$ cat config.mk
export PLATFORM = sky130hd
export DESIGN_NAME = blink_gen
export DESIGN_NICKNAME = d
export VERILOG_FILES = /design/src/rtl/blink_pkg.sv /design/src/rtl/blink_edge.sv /design/src/rtl/blink_phase.sv /design/src/rtl/blink_pcount.sv /design/src/rtl/blink_gen.sv
export SDC_FILE = /design/constraint.sdc
export NUM_CORES = 1
export LEC_CHECK = 0
export BUFFER_PORTS_ARGS = -buffer_cell sky130_fd_sc_hd__buf_4
export CORE_MARGIN = 2
export CORE_UTILIZATION = 55
export DETAILED_ROUTE_END_ITERATION = 8
export PLACE_DENSITY = 0.81
export SYNTH_ARGS = -nofsm -noshare
export SYNTH_HDL_FRONTEND = slang
export SYNTH_SLANG_ARGS = --single-unit
$ cat constraint.sdc
create_clock -name clk -period 3.4 [get_ports clk]
set_input_delay 0.51 -clock clk [delete_from_list [all_inputs] [get_ports clk]]
set_output_delay 0.51 -clock clk [all_outputs]
set_load 0.1 [all_outputs]
$ cat src/rtl/blink_pkg.sv
package blink_pkg;

    localparam int DUR_W_DEF = 16;
    localparam int CNT_W_DEF = 16;

    // Operating mode decoded once per cycle from enable and its history
    typedef enum logic [1:0] {
        MODE_OFF   = 2'd0,
        MODE_START = 2'd1,
        MODE_RUN   = 2'd2
    } mode_t;

endpackage

$ cat src/rtl/blink_edge.sv
module blink_edge
    import blink_pkg::*;
(
    input  logic  clk,
    input  logic  rst,
    input  logic  en_i,
    output mode_t mode_o
);
    logic en_q;

    always_ff @(posedge clk) begin
        if (rst) en_q <= 1'b0;
        else     en_q <= en_i;
    end

    always_comb begin
        if (!en_i)     mode_o = MODE_OFF;
        else if (!en_q) mode_o = MODE_START;
        else           mode_o = MODE_RUN;
    end
endmodule

$ cat src/rtl/blink_phase.sv
module blink_phase
    import blink_pkg::*;
#(
    parameter int DUR_W = DUR_W_DEF
) (
    input  logic             clk,
    input  logic             rst,
    input  mode_t            mode_i,
    input  logic [DUR_W-1:0] on_dur_i,
    input  logic [DUR_W-1:0] off_dur_i,
    output logic             lvl_o,
    output logic [DUR_W-1:0] tmr_o,
    output logic             rise_o
);
    localparam logic [DUR_W-1:0] ONE = DUR_W'(1);

    logic             lvl_q, lvl_d;
    logic [DUR_W-1:0] tmr_q, tmr_d;
    logic [DUR_W-1:0] lim_q, lim_d;
    logic [DUR_W-1:0] on_eff, off_eff;
    logic             last_cyc;

    assign on_eff   = (on_dur_i  == '0) ? ONE : on_dur_i;
    assign off_eff  = (off_dur_i == '0) ? ONE : off_dur_i;
    assign last_cyc = (tmr_q == lim_q - ONE);

    always_comb begin
        lvl_d = lvl_q;
        tmr_d = tmr_q;
        lim_d = lim_q;
        case (mode_i)
            MODE_OFF: begin
                lvl_d = 1'b0;
                tmr_d = '0;
            end
            MODE_START: begin
                lvl_d = 1'b1;
                tmr_d = '0;
                lim_d = on_eff;
            end
            default: begin
                if (last_cyc) begin
                    lvl_d = ~lvl_q;
                    tmr_d = '0;
                    lim_d = lvl_q ? off_eff : on_eff;
                end else begin
                    tmr_d = tmr_q + ONE;
                end
            end
        endcase
    end

    always_ff @(posedge clk) begin
        if (rst) begin
            lvl_q <= 1'b0;
            tmr_q <= '0;
            lim_q <= ONE;
        end else begin
            lvl_q <= lvl_d;
            tmr_q <= tmr_d;
            lim_q <= lim_d;
        end
    end

    assign lvl_o  = lvl_q;
    assign tmr_o  = tmr_q;
    assign rise_o = lvl_d & ~lvl_q;
endmodule

$ cat src/rtl/blink_pcount.sv
module blink_pcount #(
    parameter int CNT_W = blink_pkg::CNT_W_DEF
) (
    input  logic             clk,
    input  logic             rst,
    input  logic             inc_i,
    output logic [CNT_W-1:0] cnt_o
);
    always_ff @(posedge clk) begin
        if (rst)        cnt_o <= '0;
        else if (inc_i) cnt_o <= cnt_o + CNT_W'(1);
    end
endmodule

$ cat src/rtl/blink_gen.sv
module blink_gen
    import blink_pkg::*;
#(
    parameter int DUR_W = DUR_W_DEF,
    parameter int CNT_W = CNT_W_DEF
) (
    input  logic             clk,
    input  logic             rst,
    input  logic             en_i,
    input  logic [DUR_W-1:0] on_dur_i,
    input  logic [DUR_W-1:0] off_dur_i,
    output logic             out_o,
    output logic [DUR_W-1:0] elapsed_o,
    output logic [CNT_W-1:0] pcount_o
);
    mode_t            mode;
    logic             lvl_q;
    logic [DUR_W-1:0] tmr;
    logic             rise;

    blink_edge u_edge (
        .clk    (clk),
        .rst    (rst),
        .en_i   (en_i),
        .mode_o (mode)
    );

    blink_phase #(.DUR_W(DUR_W)) u_phase (
        .clk       (clk),
        .rst       (rst),
        .mode_i    (mode),
        .on_dur_i  (on_dur_i),
        .off_dur_i (off_dur_i),
        .lvl_o     (lvl_q),
        .tmr_o     (tmr),
        .rise_o    (rise)
    );

    blink_pcount #(.CNT_W(CNT_W)) u_cnt (
        .clk   (clk),
        .rst   (rst),
        .inc_i (rise),
        .cnt_o (pcount_o)
    );

    assign out_o     = en_i & lvl_q;
    assign elapsed_o = en_i ? tmr : '0;
endmodule

; ---- After elaboration in Yosys (flattened, before gate mapping)
; Cells that the tools add are included.
[classes]
addsub = 3
magnitude_cmp = 0
reduce_logical = 6
muxes = 10
shift = 0
eq_ne = 2
bitwise = 4
multipliers = 0
n_div = 0
[op_table]
columns = op, count
row1 = $mux W16, 5
row2 = $add A16 B1 Y16 const B, 2
row3 = $logic_not A16 Y1, 2
row4 = $pmux W16 S2, 1
row5 = $eq A16 B16 Y1, 1
row6 = $sub A16 B1 Y16 const B, 1
row7 = $mux W2, 2
row8 = $reduce_or A4 Y1, 1
row9 = $and A1 B1 Y1, 2
row10 = $eq A2 B1 Y1 const B, 1
row11 = $logic_not A2 Y1, 1
row12 = $not A1 Y1, 2
row13 = $pmux W1 S2, 1
row14 = $reduce_and A2 Y1, 1
row15 = $reduce_bool A2 Y1, 1
row16 = $mux W1, 1
[word_totals]
ram_bits = 0
out_inout_bits = 33
romBits = 0
wordCells = 30
mem_count = 0
in_bits = 35
latch_bits = 0
ff_bits = 50

; ---- Logic depth before layout (Yosys ltp)
; Gate-level depths: netlist (run 1).
[logic_depth]
ltp_word = 5
ltp_mapped = 11

; ---- By module
; Synthesis (run 1) repeated with hierarchy kept, for this count alone.
[unflattened]
cells_unflattened = 382
area_unflattened_um2 = 3234.4
[modules_own_cells]
columns = mod, instances, cells_each, area_each_um2
row1 = blink_phase, 1, 277, 2301.0
row2 = blink_pcount, 1, 83, 757.0
row3 = blink_gen, 1, 18, 133.9
row4 = blink_edge, 1, 4, 42.5

; ---- Worst setup path before layout (run 1)
; No wires, ideal clock.
[synth_timing]
path_type = reg-to-reg
from = register u_phase.lim_q[0]
to = register u_phase.tmr_q[6] (netlist: u_phase.tmr_o[6])
setup_slack_ns = 0.400
n_path_buf = 2
path_stages_with_launch = 12
t_required_ns = 3.285
arrival_time_ns = 2.885
path_cell_list = dfxtp_1 inv_1 ha_1 or4b_4 nor4_4 xnor2_1 or4_4 o41ai_2 nand2b_1 buf_4 buf_6 nor2_1
[synth_between]
elab_chain_len = 3
[synth_rtl]
columns = item, line_no
row1 = start: declaration, blink_phase.sv:19  ; logic [DUR_W-1:0] lim_q, lim_d;
row2 = start signal: assignment, blink_phase.sv:61  ; lim_q <= lim_d;
row3 = $sub A16 B1 Y16, blink_phase.sv:25  ; assign last_cyc = (tmr_q == lim_q - ONE);
row4 = $eq A16 B16 Y1, blink_phase.sv:25
row5 = $reduce_or A4 Y1 (no source line), n/a
row6 = end signal: assignment, blink_phase.sv:60  ; tmr_q <= tmr_d;
row7 = end: declaration, blink_phase.sv:18  ; logic [DUR_W-1:0] tmr_q, tmr_d;
; No other way between the ends.
; A chain may end at the register's enable or synchronous reset.

; ---- Final worst setup path (run 1)
[layout_timing]
from = register u_phase.lim_q[0]
to = register u_cnt.cnt_o[13]
[layout_between]
elab_chain_len = 5
[layout_rtl]
columns = item, line_no
row1 = $sub A16 B1 Y16, blink_phase.sv:25
row2 = $eq A16 B16 Y1, blink_phase.sv:25
row3 = $mux W1, blink_phase.sv:42  ; if (last_cyc) begin
row4 = $pmux W1 S2, blink_phase.sv:31  ; case (mode_i)
row5 = $and A1 B1 Y1, blink_phase.sv:67  ; assign rise_o = lvl_d & ~lvl_q;
row6 = end signal: assignment, blink_pcount.sv:11  ; else if (inc_i) cnt_o <= cnt_o + CNT_W'(1);
row7 = end: declaration, blink_pcount.sv:7  ; output logic [CNT_W-1:0] cnt_o
; No other way between the ends.

==> reports/results.tsv, run 1 <==
stage	metric	value	unit
status	run status	finished clean	
worst_setup_path	Crit Path Category	flip-flop to flip-flop	
job	max_cap viols	0	
sta	period utilisation layout	92.15	%
synth	Post-Syn Area per Cell	8.165	um2
sta	WHS	510.3	ps
global_routing	vias in the first global route	2656	
finish	commonest non-fill, non-tap cell in the layout	buf_4	
detailed_routing	Vias	2980	
worst_setup_path	Crit path max-delay family	simple AND/OR/NAND/NOR gates	
finish	share of layout cells above drive strength 1	23.36	%
place	Detailed Place HPWL	5809	um
synth	Mapped Cells	384	
sta	Slew Limit Fails	0	
sta	Max Fclk	0.3192	GHz
synth	EDFF count, synth	0	
die	Row Count	27	
synth	syn nets	422	
sta	clk_skew	6.855	ps
die	Die X	79.51	um
clocking	CTS tree	built	
place	GPL Wtd Cong	0.9909	
finish	Nets	478	
synth	ys async rst share	0	%
global_routing	met1 usage	31.71	%
finish	Reg area	1001	um2
synth	synth warn	0	
clocking	H-tree Lvls	2	
clocking	TritonCTS Buffers	5	
global_routing	Total GRT Usage	24.05	%
clocking	clock tree buffer depth	2	
die	io pins	68	
worst_setup_path	Critical-path top delay cell	or4_1	
worst_setup_path	CP Launch Type	flip-flop	
detailed_routing	Via density	5.809	
sta	setup TNS	0	ps
finish	Synth-to-Final Area Change	20.55	%
finish	multi-input logic area	1984	um2
global_routing	GRT Max-Usage Layer	met2	
die	die area	6321	um2
synth	synth unique cells	57	
power_and_ir_drop	Peak VDD IR	192.9	uV
synth	synth top area cells	dfxtp_1 (32%), nor2_1 (6.5%), xnor2_1 (4.7%), xor2_1 (4.7%), and2_1 (4.4%)	
synth	Primary FF master, synth	dfxtp_1	
global_routing	first-pass GRT wire length	12230	um
power_and_ir_drop	P per Cell Area	333.6	nW/um2
worst_setup_path	crit-path cells	inv_1, ha_1, or4b_4, nor4_4, xnor2_1, nor4_2, a41oi_2, or4_1, mux2_1	
worst_setup_path	Buf/Inv on CP	1	
sta	relative slew slack	49.57	%
worst_setup_path	Max FO, Critical Path	6	
worst_setup_path	CP Capture Type	flip-flop	
finish	fillcell total	461	
clocking	clk sinks	50	
die	Vert. Die Dim	79.51	um
detailed_routing	TritonRoute pass-1 iters	5	
sta	endpoints failing hold	0	
global_routing	grt met3 use	4.186	%
worst_hold_path	worst hold-check path type	flip-flop to flip-flop	
clocking	hold-fix buffer count after cts	0	
global_routing	initial antenna violation count	0	
detailed_routing	total routed wirelength	7520	um
global_routing	global-route track usage on met2	40.17	%
sta	final setup violating endpoints	0	
synth	number of synthesized register bits	50	
die	core area	5507	um2
place	Port Buffer Count	67	
detailed_routing	DRC viols	0	
global_routing	largest net degree at the start of global routing	43	
worst_setup_path	critical path required time	3600	ps
finish	commonest cells after routing, fill and taps aside	buf_4 (75), nor2_1 (54), dfxtp_1 (50), and2_1 (22)	
finish	ant diodes	0	
finish	final core utilization	68.64	%
die	Initial Util	56.94	%
detailed_routing	WL per Instance	14.66	um
worst_setup_path	CP max stage delay	560	ps
worst_setup_path	R2R setup slack	270	ps
synth	register area share after synthesis	31.92	%
synth	Cell Area, Synth	3136	um2
detailed_routing	drt initial violations	169	
power_and_ir_drop	static leakage	1.475	nW
clocking	clk slew on worst S/H paths	90	ps
worst_setup_path	CP Data Arrival Time	3330	ps
global_routing	total gr overflow	0	
clocking	root buffer cell	clkbuf_8	
synth	post-synth top area cell	dfxtp_1	
synth	Yosys top cell area share	31.92	%
sta	Final Critical Period	3133	ps
clocking	Worst-Skew Late Latency	310	ps
sta	unrepaired setup endpoints after global routing	no	
detailed_routing	ANT nets after route	0	
sta	Worst-Margin Slew	753.6	ps
==> flip-flops by register name, summed over array words and instances (netlist names) <==
register       flops
u_phase.lvl_o      1
u_cnt.cnt_o       16
u_phase.lim_q     16
u_phase.tmr_o     16
u_edge.en_q        1
==> cell usage after synthesis (all sizes together) (2+ instances only) <==
cell	number
inv	8
or4	5
xor2	17
nand3	16
or4b	2
mux2	10
nor3	11
clkbuf	18
o311a	2
nand2b	5
a22oi	11
nand4b	4
and3	6
a211oi	11
a221oi	5
nand2	16
o41ai	2
or3	3
buf	9
nor4	16
a41oi	4
a21oi	8
a211o	2
nor2b	11
nor2	54
and4b	2
ha	3
nand4	11
xnor2	17
dfxtp	50
o21ai	8
and2	22
==> power breakdown <==
part | switching (mW) | leakage (nW) | internal, mW
combinational | 0.147 | 1.02 | 0.118
clock | 0.193 | 0.0482 | 0.164
sequential | 0.0333 | 0.407 | 0.605
total | 0.374 | 1.47 | 0.887
==> final cells by class <==
cell class | instances | share of cell area, %
clock buffers | 7 | 2.284
clock inverters | 1 | 0.1324
inverters | 8 | 0.7944
multi-input cells | 299 | 52.50
flip-flops and latches | 50 | 26.48
well taps | 72 | 2.383
repair buffers | 76 | 15.43
==> per-layer routing <==
metal  vias to the layer above  part of all wire, %
li1                       1500                    -
met1                      1385                   46
met2                        89                   47
met3                         6                  5.6
met4                         0                 0.96
met5                         -                    0
==> final timing paths <==
kind / to / from / cells after the start
max: u_cnt.cnt_o[13] / u_phase.lim_q[0] / 9
min: u_phase.tmr_o[0] / u_phase.tmr_o[0] / 1
max reg2reg: u_cnt.cnt_o[13] / u_phase.lim_q[0] / 9
min reg2reg: u_phase.tmr_o[0] / u_phase.tmr_o[0] / 1
==> stage by stage <==
stage / total power, mW / setup slack (ps) / area (um2) / instances
6_report: 1.261 / 267.0 / 3780 / 513
5_1_grt: 1.313 / 21.65 / 3780 / 513
4_1_cts: 1.259 / 118.4 / 3759 / 511
3_5_place_dp: 0.9105 / 160.0 / 3667 / 503
3_3_place_gp: 0.9043 / 217.9 / 3667 / 503
2_1_floorplan: 0.8274 / 400.4 / 3136 / 384
==> logic make-up after synthesis <==
group                    count (synthesis)  share of synthesized area [%]
XOR/XNOR                                34                          9.497
buffers and inverters                   35                          4.988
AO/OA/AOI/OAI                           62                          15.08
adder cells (fa/ha/maj)                  3                          1.197
multiplexers                            11                          3.911
AND/OR/NAND/NOR                        189                          33.40
flip-flops                              50                          31.92
==> timing repair <==
action / CTS / global route
buffers inserted: 0 / 2
endpoints found under the setup margin: 0 / 2
resized for setup: 0 / 1
Power figures use the tool's default switching activity.
==> run 2, diff against run 1 <==
--- a/config.mk
+++ b/config.mk
@@ -7,9 +7,9 @@
 export LEC_CHECK = 0
 export BUFFER_PORTS_ARGS = -buffer_cell sky130_fd_sc_hd__buf_4
 export CORE_MARGIN = 2
-export CORE_UTILIZATION = 55
+export CORE_UTILIZATION = 59
 export DETAILED_ROUTE_END_ITERATION = 8
-export PLACE_DENSITY = 0.81
+export PLACE_DENSITY = 0.86
 export SYNTH_ARGS = -nofsm -noshare
 export SYNTH_HDL_FRONTEND = slang
 export SYNTH_SLANG_ARGS = --single-unit
==> constraint.sdc (replaced) <==
create_clock -name clk -period 3.9 [get_ports clk]
set_input_delay 0.585 -clock clk [delete_from_list [all_inputs] [get_ports clk]]
set_output_delay 0.585 -clock clk [all_outputs]
set_load 0.1 [all_outputs]
==> reports/results.tsv, run 2 (synthesis results as in run 1) <==
stage	metric	value	unit
status	run status	finished clean	
clocking	clock tree buffer depth	2	
die	die area	5914	um2
clocking	Worst-Skew Late Latency	310	ps
detailed_routing	TritonRoute pass-1 iters	5	
finish	share of layout cells above drive strength 1	22.30	%
sta	relative slew slack	30.40	%
place	Port Buffer Count	67	
worst_setup_path	crit-path cells	inv_1, ha_1, or4b_4, nor4_4, xnor2_1, or4_4, o41ai_2, nand2b_1, nor2_1	
sta	clk_skew	7.546	ps
die	Vert. Die Dim	76.90	um
place	Detailed Place HPWL	5745	um
detailed_routing	DRC viols	0	
worst_setup_path	CP Capture Type	flip-flop	
finish	ant diodes	0	
worst_setup_path	CP max stage delay	560	ps
power_and_ir_drop	static leakage	1.440	nW
worst_setup_path	Crit path max-delay family	simple AND/OR/NAND/NOR gates	
worst_setup_path	Setup crit start	u_phase.lim_q[0]	
worst_setup_path	Critical-path top delay cell	or4_4	
global_routing	largest net degree at the start of global routing	43	
global_routing	vias in the first global route	2580	
clocking	# resized after CTS	0	
clocking	clk slew on worst S/H paths	90	ps
worst_setup_path	critical path required time	4070	ps
die	core area	5107	um2
sta	Max Fclk	0.2848	GHz
global_routing	initial antenna violation count	0	
sta	Final WS setup	389.2	ps
finish	Nets	472	
place	Post-Place Cells	497	
global_routing	Total GRT Usage	25.06	%
finish	final design area excluding fillers	3717	um2
clocking	TritonCTS Buffers	5	
worst_hold_path	worst hold-check path type	flip-flop to flip-flop	
sta	Final Critical Period	3511	ps
worst_setup_path	Buf/Inv on CP	1	
power_and_ir_drop	Peak VDD IR	251.8	uV
clocking	hold-fix buffer count after cts	0	
finish	commonest non-fill, non-tap cell in the layout	buf_4	
sta	unrepaired setup endpoints after global routing	no	
worst_hold_path	Hold Crit Depth	1	
worst_setup_path	Reg2Reg Capture Point	u_phase.tmr_o[7]	
sta	Worst-Margin Slew	1030	ps
die	Row Count	26	
clocking	post-CTS setup buffer count	0	
detailed_routing	ANT nets after route	0	
clocking	clk sinks	50	
finish	Post-Layout Cell Count	505	
worst_hold_path	min-delay src	u_edge.en_q	
worst_setup_path	CP Launch Type	flip-flop	
global_routing	first-pass GRT wire length	12250	um
worst_setup_path	Max FO, Critical Path	16	
sta	endpoints failing hold	0	
clocking	CTS tree	built	
place	GPL Wtd Cong	0.9038	
detailed_routing	Via density	5.921	
detailed_routing	drt initial violations	227	
job	max_cap viols	0	
place	dpl ws	438.3	ps
worst_setup_path	R2R cell count	9	
clocking	root buffer cell	clkbuf_8	
detailed_routing	Vias	2990	
detailed_routing	WL per Instance	14.52	um
detailed_routing	total routed wirelength	7331	um
sta	period utilisation layout	90.02	%
sta	Slew Limit Fails	0	
worst_setup_path	Crit Path Category	flip-flop to flip-flop	
worst_setup_path	R2R setup slack	390	ps
global_routing	total gr overflow	0	
finish	Synth-to-Final Area Change	18.56	%
power_and_ir_drop	P per Cell Area	293.5	nW/um2
clocking	H-tree Lvls	2	
finish	final core utilization	72.78	%
worst_setup_path	CP Data Arrival Time	3690	ps
sta	setup TNS	0	ps
finish	commonest cells after routing, fill and taps aside	buf_4 (70), nor2_1 (54), dfxtp_1 (50), and2_1 (22)	
die	Die X	76.90	um
die	Initial Util	61.39	%
worst_hold_path	hold path endpoint	u_phase.lvl_o	
sta	final setup violating endpoints	0	
die	io pins	68	
worst_setup_path	Worst R2R Start	u_phase.lim_q[0]	
place	placed instance area	3622	um2
run 2: cell count changes in the layout (fill, tap and decap cells not counted):
cell,change
buf_4,-5
buf_12,-1
clkbuf_1,-1
clkinvlp_4,+1
nor4b_1,+1
nor4b_2,-1
run 2: layer usage:
layer  up-vias  global-route usage (%)  share of wire, %
li1       1489                       -                 -
met1      1383                   33.85                45
met2       107                   40.70                47
met3        11                   4.588               6.9
met4         0                   7.636               1.4
met5         -                       0                 0
run 2: worst max-delay path by stage:
stage	to	slack (ps)	cells after the start
floorplan	u_phase.tmr_o[6]	900	11
global placement	u_phase.tmr_o[11]	620	9
detailed placement	u_phase.tmr_o[7]	440	9
CTS	u_phase.tmr_o[7]	410	9
global route	u_phase.tmr_o[6]	180	9
finish	u_phase.tmr_o[7]	390	9
run 2: final cells by class:
| cell class | instances | area, um2 |
|---|---|---|
| multi-input cells | 299 | 1978 |
| fillers | 397 | 1390 |
| flip-flops and latches | 50 | 1001 |
| repair buffers | 70 | 525.5 |
| well taps | 70 | 87.58 |
| clock buffers | 6 | 82.58 |
| inverters | 8 | 30.03 |
| clock inverters | 2 | 12.51 |
run 2: metrics by stage:
step | power, mW | hold slack (ps)
2_1_floorplan | 0.7213 | 446.9
6_report | 1.091 | 528.7
5_1_grt | 1.145 | 549.5
3_5_place_dp | 0.7867 | 497.6
4_1_cts | 1.097 | 527.0
3_3_place_gp | 0.7809 | 491.2
run 2: report_power, final:
| part | switching, mW | total [mW] | internal (mW) |
|---|---|---|---|
| combinational | 0.124 | 0.219 | 0.0951 |
| clock | 0.172 | 0.314 | 0.143 |
| sequential | 0.0302 | 0.558 | 0.528 |
| total | 0.325 | 1.09 | 0.766 |
==> run 3, diff against run 2 <==
--- a/config.mk
+++ b/config.mk
@@ -9,7 +9,8 @@
 export CORE_MARGIN = 2
 export CORE_UTILIZATION = 59
 export DETAILED_ROUTE_END_ITERATION = 8
-export PLACE_DENSITY = 0.86
+export PLACE_DENSITY = 0.85
 export SYNTH_ARGS = -nofsm -noshare
 export SYNTH_HDL_FRONTEND = slang
+export SYNTH_HIERARCHICAL = 1
 export SYNTH_SLANG_ARGS = --single-unit
==> reports/results.tsv, run 3 <==
stage	metric	value	unit
finish	ant diodes	0	
die	Vert. Die Dim	78.04	um
synth	largest family of logic cells by synthesized area	simple AND/OR/NAND/NOR gates	
die	core area	5205	um2
clocking	TritonCTS Buffers	5	
detailed_routing	ANT nets after route	0	
synth	most frequent cell after synthesis	dfxtp_1	
synth	EDFF count, synth	0	
place	Detailed Place HPWL	5694	um
worst_setup_path	R2R cell count	14	
worst_setup_path	Critical-path top delay cell	or3b_1	
sta	Slew Limit Fails	0	
worst_hold_path	worst hold-check path type	flip-flop to flip-flop	
sta	Worst-Margin Slew	911.8	ps
power_and_ir_drop	static leakage	1.632	nW
worst_setup_path	crit-path cells	inv_1, ha_1, nor4b_2, and2_1, xnor2_1, a211o_1, a211o_1, nor4_4, a21oi_1, nor2_2, nand4_4, nor4_4, or3b_1, a21oi_1	
detailed_routing	Vias	2990	
finish	commonest non-fill, non-tap cell in the layout	buf_4	
worst_setup_path	Reg2Reg Capture Point	u_cnt/cnt_o[13]	
worst_setup_path	Crit path max-delay family	simple AND/OR/NAND/NOR gates	
synth	synth warn	6	
power_and_ir_drop	Int Pwr	0.8516	mW
sta	Max Fclk	0.2678	GHz
clocking	CTS tree	built	
synth	Yosys top cell area share	30.95	%
sta	clk_skew	6.288	ps
clocking	hold-fix buffer count after cts	0	
sta	endpoints failing hold	0	
die	io pins	68	
synth	number of synthesized register bits	50	
finish	Synth-to-Final Area Change	20.74	%
worst_hold_path	min-delay src	u_cnt/cnt_o[13]	
synth	Post-Syn Area per Cell	8.467	um2
power_and_ir_drop	switching share of power	28.51	%
clocking	Worst-Skew Late Latency	300	ps
synth	Synth Area in Compound Gates	11.18	%
finish	fillcell total	389	
synth	Primary FF master, synth	dfxtp_1	
worst_setup_path	R2R setup slack	170	ps
power_and_ir_drop	Net Sw Power	0.3397	mW
worst_hold_path	Hold Crit Depth	2	
power_and_ir_drop	P per Cell Area	305.1	nW/um2
detailed_routing	TritonRoute pass-1 iters	4	
status	run status	finished clean	
detailed_routing	DRC viols	0	
power_and_ir_drop	Design Power	1.191	mW
worst_setup_path	CP Data Arrival Time	3960	ps
worst_setup_path	Crit Path Category	flip-flop to flip-flop	
worst_setup_path	CP Capture Type	flip-flop	
finish	final design area excluding fillers	3905	um2
place	GPL Wtd Cong	0.8726	
power_and_ir_drop	Gate power share	21.7	%
worst_hold_path	hold path endpoint	u_cnt/cnt_o[13]	
worst_setup_path	Buf/Inv on CP	1	
worst_setup_path	Max FO, Critical Path	8	
power_and_ir_drop	Peak VDD IR	254.0	uV
synth	syn nets	420	
synth	Mapped Cells	382	
clocking	clk slew on worst S/H paths	90	ps
power_and_ir_drop	Clock Power Share	31.0	%
synth	Cell Area, Synth	3234	um2
global_routing	vias in the first global route	2752	
die	Die X	78.04	um
global_routing	initial antenna violation count	0	
synth	Post-Synth XOR/XNOR Area	11.64	%
job	max_cap viols	0	
synth	synth unique cells	56	
finish	commonest cells after routing, fill and taps aside	buf_4 (71), dfxtp_1 (48), nor2_1 (36), xnor2_1 (32), nand2_1 (28)	
worst_setup_path	CP Launch Type	flip-flop	
synth	most common library cells after synthesis	dfxtp_1 (50), nor2_1 (37), xnor2_1 (32)	
die	die area	6090	um2
die	Initial Util	62.14	%
sta	relative slew slack	38.93	%
place	dpl ws	176.3	ps
finish	share of layout cells above drive strength 1	25.00	%
synth	register area share after synthesis	30.95	%
die	Row Count	26	
clocking	H-tree Lvls	2	
worst_setup_path	Worst R2R Start	u_phase/lim_q[0]	
global_routing	total gr overflow	0	
detailed_routing	total routed wirelength	7557	um
detailed_routing	drt initial violations	171	
global_routing	largest net degree at the start of global routing	47	
place	Port Buffer Count	67	
sta	Final Critical Period	3734	ps
clocking	root buffer cell	clkbuf_8	
global_routing	Total GRT Usage	24.41	%
place	placed instance area	3774	um2
global_routing	first-pass GRT wire length	12320	um
sta	final setup violating endpoints	0	
synth	Simple-Gate Fraction of Synth Area	36.25	%
power_and_ir_drop	sequential share of power	47.3	%
sta	setup TNS	0	ps
sta	period utilisation layout	95.75	%
sta	Final WS setup	165.6	ps
synth	post-synth top area cell	dfxtp_1	
finish	final core utilization	75.02	%
worst_setup_path	critical path required time	4120	ps
synth	ys async rst share	0	%
synth	post-synthesis adder-cell area fraction	1.161	%
synth	synth top area cells	dfxtp_1 (31%), xnor2_1 (8.7%), nor2_1 (4.3%), and2_1 (4.1%), mux2_1 (3.5%)	
worst_setup_path	CP max stage delay	380	ps
detailed_routing	WL per Instance	14.70	um
detailed_routing	Via density	5.817	
clocking	clk sinks	50	
finish	Nets	482	
clocking	clock tree buffer depth	2	
synth	mux cell area share after synthesis	5.725	%
-- run 3: cell types whose count changed in the layout (fill, tap and decap cells not counted), moves of 7 or more --
| cell | delta |
|---|---|
| a211oi_1 | -9 |
| and2_2 | +14 |
| mux2_1 | +8 |
| nand2_1 | +12 |
| nor2_1 | -18 |
| o21ai_0 | -7 |
| xnor2_1 | +15 |
-- run 3: repair_timing --
item / CTS / global route
setup buffers: 0 / 1
setup endpoints to repair: 0 / 4
gates resized for setup: 0 / 4
-- run 3: metal layers --
layer  track usage [%]  part of all wire [%]
met4             6.842                   1.2
met3             3.563                   5.7
met5                 0                     0
met2             40.86                    47
met1             32.90                    46
-- run 3: power by group through the flow --
stage | Combinational (mW) | Clock, mW | Sequential, mW
6_report | 0.258 | 0.370 | 0.563
5_1_grt | 0.281 | 0.393 | 0.566
4_1_cts | 0.254 | 0.376 | 0.561
3_5_place_dp | 0.253 | 0 | 0.572
3_3_place_gp | 0.248 | 0 | 0.570
2_1_floorplan | 0.180 | 0 | 0.571
-- run 3: per-stage QoR --
step | instances | hold slack [ps]
after floorplan | 382 | 466.4
after global placement | 506 | 502.1
after detailed placement | 506 | 502.6
after CTS | 513 | 514.5
after global routing | 514 | 555.0
final | 514 | 528.5
-- run 3: area by class of cell --
cell class / instances / area, um2 / share of cell area, %
repair buffers: 71 / 533.0 / 13.65
well taps: 70 / 87.58 / 2.243
clock buffers: 6 / 82.58 / 2.115
flip-flops and latches: 50 / 1003 / 25.70
clock inverters: 1 / 30.03 / 0.7690
inverters: 7 / 26.28 / 0.6729
multi-input cells: 309 / 2142 / 54.85
-- run 3: logic make-up after synthesis --
| logic type | Yosys count |
|---|---|
| XOR/XNOR | 43 |
| AO/OA/AOI/OAI | 48 |
| adder cells (fa/ha/maj) | 3 |
| AND/OR/NAND/NOR | 198 |
| flip-flops | 50 |
| buffers and inverters | 23 |
| multiplexers | 17 |
-- run 3: worst reg2reg max path, stage by stage, from the launching register on --
cell	delay (ps)
dfxtp_2	360
inv_1	60
ha_1	240
nor4b_2	310
and2_1	240
xnor2_1	80
a211o_1	310
a211o_1	290
nor4_4	290
a21oi_1	160
nor2_2	230
nand4_4	210
nor4_4	350
or3b_1	380
a21oi_1	160
-- run 3: worst max path at each step --
stage               cells past startpoint              end             start
floorplan                              15  u_cnt/cnt_o[13]  u_phase/lim_q[0]
finish                                 14  u_cnt/cnt_o[13]  u_phase/lim_q[0]
global placement                       14  u_cnt/cnt_o[13]  u_phase/lim_q[0]
global route                           14  u_cnt/cnt_o[13]  u_phase/lim_q[1]
CTS                                    14  u_cnt/cnt_o[13]  u_phase/lim_q[0]
detailed placement                     14  u_cnt/cnt_o[13]  u_phase/lim_q[0]
